===== src/rtl/grp_vic.sv =====
`timescale 1ns/1ps
module grp_vic #(
  parameter int AW = 8
) (
  input  logic          clk,
  input  logic          rst_n,
  input  logic [AW-1:0] reg_addr,
  input  logic          reg_wr,
  input  logic          reg_rd,
  input  logic [31:0]   reg_wdata,
  output logic [31:0]   reg_rdata,
  input  logic [42:0]   src_req,
  output logic          irq,
  output logic [11:0]   irq_code,
  output logic [3:0]    irq_level
);
  localparam int NSRC = 43;
  localparam int IW   = $clog2(NSRC);
  localparam int NFLD = 20;

  localparam logic [AW-1:0] A_PRA = AW'(8'h04);
  localparam logic [AW-1:0] A_PRB = AW'(8'h08);
  localparam logic [AW-1:0] A_PRC = AW'(8'h0C);
  localparam logic [AW-1:0] A_PRD = AW'(8'h10);
  localparam logic [AW-1:0] A_PRW = AW'(8'h20);
  localparam logic [AW-1:0] A_MST = AW'(8'h40);
  localparam logic [AW-1:0] A_MCL = AW'(8'h44);

  // {code[11:0], field[4:0], has_mask, mask_bit[4:0]}
  function automatic logic [22:0] src_info(input int i);
    logic [22:0] r;
    case (i)
      0:  r = {12'h400, 5'd0,  6'h00};
      1:  r = {12'h420, 5'd1,  6'h00};
      2:  r = {12'h440, 5'd2,  6'h00};
      3:  r = {12'h460, 5'd2,  6'h00};
      4:  r = {12'h480, 5'd3,  6'h00};
      5:  r = {12'h4A0, 5'd3,  6'h00};
      6:  r = {12'h4C0, 5'd3,  6'h00};
      7:  r = {12'h4E0, 5'd6,  6'h00};
      8:  r = {12'h500, 5'd6,  6'h00};
      9:  r = {12'h520, 5'd6,  6'h00};
      10: r = {12'h540, 5'd6,  6'h00};
      11: r = {12'h560, 5'd4,  6'h00};
      12: r = {12'h580, 5'd5,  6'h00};
      13: r = {12'h5A0, 5'd5,  6'h00};
      14: r = {12'h620, 5'd8,  6'h00};
      15: r = {12'h640, 5'd9,  6'h00};
      16: r = {12'h660, 5'd9,  6'h00};
      17: r = {12'h680, 5'd9,  6'h00};
      18: r = {12'h6A0, 5'd9,  6'h00};
      19: r = {12'h6C0, 5'd9,  6'h00};
      20: r = {12'h780, 5'd9,  6'h00};
      21: r = {12'h7A0, 5'd9,  6'h00};
      22: r = {12'h7C0, 5'd9,  6'h00};
      23: r = {12'h7E0, 5'd9,  6'h00};
      24: r = {12'h700, 5'd10, 6'h00};
      25: r = {12'h720, 5'd10, 6'h00};
      26: r = {12'h740, 5'd10, 6'h00};
      27: r = {12'h760, 5'd10, 6'h00};
      28: r = {12'h600, 5'd11, 6'h00};
      29: r = {12'hB00, 5'd17, 6'h28};
      30: r = {12'hB80, 5'd16, 6'h29};
      31: r = {12'hA00, 5'd19, 6'h20};
      32: r = {12'hAE0, 5'd18, 6'h27};
      33: r = {12'hAC0, 5'd18, 6'h26};
      34: r = {12'hAA0, 5'd18, 6'h25};
      35: r = {12'hA80, 5'd18, 6'h24};
      36: r = {12'hA60, 5'd18, 6'h23};
      37: r = {12'hA40, 5'd18, 6'h22};
      38: r = {12'hA20, 5'd18, 6'h21};
      39: r = {12'h240, 5'd12, 6'h00};
      40: r = {12'h2A0, 5'd13, 6'h00};
      41: r = {12'h300, 5'd14, 6'h00};
      42: r = {12'h360, 5'd15, 6'h00};
      default: r = '0;
    endcase
    return r;
  endfunction

  logic [15:0] pri_a, pri_b, pri_c, pri_d;
  logic [31:0] pri_w, msk;

  logic hit;
  assign hit = (reg_addr == A_PRA) || (reg_addr == A_PRB) || (reg_addr == A_PRC) ||
               (reg_addr == A_PRD) || (reg_addr == A_PRW) || (reg_addr == A_MST) ||
               (reg_addr == A_MCL);

  always_ff @(posedge clk or negedge rst_n) begin
    if (!rst_n) begin
      pri_a <= '0; pri_b <= '0; pri_c <= '0; pri_d <= '0;
      pri_w <= '0; msk   <= '0;
    end else if (reg_wr) begin
      case (reg_addr)
        A_PRA: pri_a <= reg_wdata[15:0];
        A_PRB: pri_b <= reg_wdata[15:0];
        A_PRC: pri_c <= reg_wdata[15:0];
        A_PRD: pri_d <= reg_wdata[15:0];
        A_PRW: pri_w <= reg_wdata;
        A_MST: msk   <= msk | reg_wdata;
        A_MCL: msk   <= msk & ~reg_wdata;
        default: ;
      endcase
    end
  end

  logic [31:0] rd_mux;
  always_comb begin
    case (reg_addr)
      A_PRA:        rd_mux = {16'h0, pri_a};
      A_PRB:        rd_mux = {16'h0, pri_b};
      A_PRC:        rd_mux = {16'h0, pri_c};
      A_PRD:        rd_mux = {16'h0, pri_d};
      A_PRW:        rd_mux = pri_w;
      A_MST, A_MCL: rd_mux = msk;
      default:      rd_mux = '0;
    endcase
  end
  assign reg_rdata = reg_rd ? rd_mux : '0;

  logic [4*NFLD-1:0] fld_all;
  assign fld_all = {pri_a, pri_b, pri_c, pri_d, pri_w[15:0]};

  logic [3:0]  eff_lvl  [NSRC];
  logic [11:0] code_tab [NSRC];

  for (genvar g = 0; g < NSRC; g++) begin : g_src
    localparam logic [22:0] INFO = src_info(g);
    localparam int FLD  = int'(INFO[10:6]);
    localparam bit HASM = INFO[5];
    localparam int MBIT = int'(INFO[4:0]);
    logic [3:0] lvl;
    logic       gate;
    assign lvl  = fld_all[4*NFLD-1-4*FLD -: 4];
    assign gate = (lvl != 4'd0) && (!HASM || msk[MBIT]);
    assign eff_lvl[g]  = gate ? lvl : 4'd0;
    assign code_tab[g] = INFO[22:11];
  end

  logic [3:0]    best_lvl;
  logic [IW-1:0] best_idx;
  always_comb begin
    best_lvl = '0;
    best_idx = '0;
    for (int i = 0; i < NSRC; i++) begin
      if (src_req[i] && (eff_lvl[i] > best_lvl)) begin
        best_lvl = eff_lvl[i];
        best_idx = IW'(i);
      end
    end
  end

  always_ff @(posedge clk or negedge rst_n) begin
    if (!rst_n) begin
      irq <= 1'b0; irq_code <= '0; irq_level <= '0;
    end else begin
      irq       <= (best_lvl != 4'd0);
      irq_code  <= (best_lvl != 4'd0) ? code_tab[best_idx] : 12'h000;
      irq_level <= best_lvl;
    end
  end


  mask_set_chk: assert property (@(posedge clk) disable iff (!rst_n)
    (reg_wr && reg_addr == A_MST) |=> (msk == ($past(msk) | $past(reg_wdata))));


  mask_clr_chk: assert property (@(posedge clk) disable iff (!rst_n)
    (reg_wr && reg_addr == A_MCL) |=> (msk == ($past(msk) & ~$past(reg_wdata))));


  stray_wr_chk: assert property (@(posedge clk) disable iff (!rst_n)
    (reg_wr && !hit) |=> ($stable(pri_a) && $stable(pri_b) && $stable(pri_c) &&
                          $stable(pri_d) && $stable(pri_w) && $stable(msk)));


  idle_out_chk: assert property (@(posedge clk) disable iff (!rst_n)
    (src_req == '0) |=> (!irq && irq_code == 12'h000 && irq_level == 4'd0));


  live_lvl_chk: assert property (@(posedge clk) disable iff (!rst_n)
    irq |-> (irq_level != 4'd0 && irq_code != 12'h000));
endmodule


===== config.mk =====
export PLATFORM = sky130hd
export DESIGN_NAME = grp_vic
export DESIGN_NICKNAME = d
export VERILOG_FILES = /design/src/rtl/grp_vic.sv
export SDC_FILE = /design/constraint.sdc
export NUM_CORES = 1
export LEC_CHECK = 0
export ABC_CLOCK_PERIOD_IN_PS = 77600
export BUFFER_PORTS_ARGS = -buffer_cell sky130_fd_sc_hd__clkbuf_2
export CORE_ASPECT_RATIO = 1.5
export CORE_MARGIN = 2
export CORE_UTILIZATION = 30
export DETAILED_ROUTE_END_ITERATION = 12
export PLACE_DENSITY = 0.52
export SLEW_MARGIN = 20
export SYNTH_ARGS = -nofsm -noshare
export SYNTH_HDL_FRONTEND = slang
export SYNTH_SLANG_ARGS = --single-unit

===== constraint.sdc =====
create_clock -name clk -period 77.6 [get_ports clk]
set_input_delay 7.76 -clock clk [delete_from_list [all_inputs] [get_ports clk]]
set_output_delay 7.76 -clock clk [all_outputs]
set_load 0.005 [all_outputs]

==> metrics.txt <==
outcome finished, final reports clean; Top FF cell, synth dfrtp_1; antenna violations before repair 1; Clock H-tree levels 4; Cells after Synth 1868; top-level port count 136; synth warn 0; # hold bufs at CTS 0; fin cells 2683; ratio of final minimum period to clock period 0.9404; worst reg2reg setup slack 11680 ps; CTS Sinks 140; Synth async-reset ratio 1.000; final setup violating endpoints 0; Yosys top cell by area dfrtp_1; top post-synthesis cells by area dfrtp_1, ha_1, mux2_2; share of layout cells above drive strength 1 0.2537; top post-synthesis cells by count nand2_1, nor2_1, ha_1; WS Path Type in2reg; initial core utilization 0.3018; row count 101; Clock transition at path regs 70 ps; CTS tree yes; crit path DAT 73310 ps; most common cell in the netlist nand2_1; Placer Congestion 0.9139; post-DP HPWL 41640 um; Final nets 2242; fin crit period 72970 ps; PortBufs 130; drt drc 0; clk_skew 10.18 ps; Slew HR 0.3636; top cell type's share of synthesized area 0.2308; Crit. End Element flop; WL final 52790 um; design area 0.01777 mm^2; R2R cell count 331; TritonRoute pass-1 iters 5; Inst Count DP 2631; Fill cells 5354; Pins Over Slew Limit 0; starting DRC count in detailed routing 753; Via Count 14751; CP bufs+invs 23; CTS root buffer clkbuf_16; sequential area share after synthesis 0.2308; global-route wire length before repair 82320 um; critical path's slowest cell a211oi_1; Crit Reg-Reg Startpoint pri_a[13]$_DFFE_PN0P_; Clock Latency Late Sink 440 ps; r2r endpoint irq_code[6]$_DFF_PN0_; Die Area 0.05245 mm^2; vias in the first global route 15242; Area growth, synth to finish 17.07%; post-route setup TNS 0 ps; GRT Overall Usage 0.1975; Mean Syn Cell Area 8.126 um^2; Critical Path RT 77940 ps; area of the core 0.05030 mm^2; endpoints failing hold 0; Die X 187.7 um; Clock Tree Buf Depth 2; die height 279.5 um; Least-Margin Pin Slew 951.8 ps; number of diodes 0; vias per cell 5.498; gr ovfl total 0; largest net degree at the start of global routing 91; startpoint class of the critical path primary input; slowest stage delay, CP 640 ps; CP most frequent cell ha_1; number of synthesized register bits 140; hold depth 2; CTS Buf Count 17; CP delay by family, top compound AO/OA/AOI/OAI gates; Cell Area, Synth 0.01518 mm^2; Cell variety after synth 113; fmax 13.70 MHz; crit-path max FO 17; Post-synth EDFFs 0; min-delay worst type reg2reg; Antenna Nets Post-Route 0; Max-Cap Viols 0; Routed wire per std cell 19.67 um; DP Area 0.01676 mm^2
==> worst max-delay path by stage <==
stage	from	end	slack (ps)	cells after the start
finish	src_req[0]	irq_code[6]$_DFF_PN0_	4630	332
global route	src_req[0]	irq_code[6]$_DFF_PN0_	-30	336
CTS	src_req[0]	irq_code[6]$_DFF_PN0_	90	326
floorplan	src_req[0]	irq_code[5]$_DFF_PN0_	7250	335
detailed placement	src_req[0]	irq_code[6]$_DFF_PN0_	-100	328
global placement	src_req[0]	irq_code[6]$_DFF_PN0_	1360	325
==> cell usage in the layout, fill, tap and decap left out, drive strengths merged, types with 7 or more instances in the layout <==
cell type and count:
o21ai 134, mux2 138, o21bai 8, and2 38, nor2b 31, a21oi 133, a211oi 15, o31ai 12
clkbuf 149, o211ai 17, inv 101, o311ai 7, nand2b 19, a21boi 25, o21a 29, ha 154
o221ai 7, nor3 15, a21o 22, nand4 29, o22ai 9, o31a 7, buf 94, nand2 211
mux2i 30, clkinv 10, or3 8, nand3 32, nor2 159, a31oi 31, or2 21, dfrtp 140
and3 12, a22oi 52
==> per-stage QoR <==
stage / setup WS, ps / hold slack, ps / util
finish: 4628 / 481.4 / 0.3533
global route: -29.33 / 503.7 / 0.3533
CTS: 85.58 / 486.9 / 0.3447
detailed placement: -100.7 / 471.8 / 0.3332
global placement: 1363 / 460.1 / 0.3332
floorplan: 7245 / 448.5 / -
==> cells by family (layout without fill, tap and decap cells) <==
kind of cell | Yosys count | in the layout | synth area share
AND/OR/NAND/NOR | 605 | 605 | 0.1921
AO/OA/AOI/OAI | 583 | 583 | 0.2657
buffers and inverters | 214 | 356 | 0.05828
multiplexers | 168 | 168 | 0.1237
adder cells (fa/ha/maj) | 154 | 154 | 0.1269
flip-flops | 140 | 140 | 0.2308
XOR/XNOR | 3 | 3 | 0.002226
other | 1 | 5 | 0.0002470
==> repair_timing <==
action                     CTS  global route
hold endpoints to repair     0             0
buffers inserted             0            20
setup endpoints to repair    0            12
gates resized for setup      0            78
==> area by class of cell <==
| class | instances | area (um^2) | share of cell area |
|---|---|---|---|
| repair buffers | 223 | 1355 | 0.07625 |
| clock buffers | 20 | 466.7 | 0.02626 |
| well taps | 669 | 837.1 | 0.04710 |
| clock inverters | 12 | 113.9 | 0.006407 |
| multi-input cells | 1518 | 11110 | 0.6254 |
| flip-flops and latches | 140 | 3503 | 0.1971 |
| inverters | 101 | 381.6 | 0.02147 |
==> routing by layer <==
layer  part of all wire  up-vias  global-route usage
met1               0.41     7141              0.2201
met2               0.50      386              0.3659
li1                   -     7105                   -
met3              0.038      117             0.03107
met4              0.046        2             0.09106
met5            0.00025        -                   0
==> tightest hold or removal path: cells and delay by family, from the launching register on <==
| family | cells | cell delay [ps] |
|---|---|---|
| AOI/OAI and AO/OA | 1 | 50 |
| DFF | 1 | 350 |
| and+or+nand+nor | 1 | 40 |
Power is left out: the tool's default activity adds up to more than one toggle a clock period on the data nets, which glitch-free logic cannot reach.
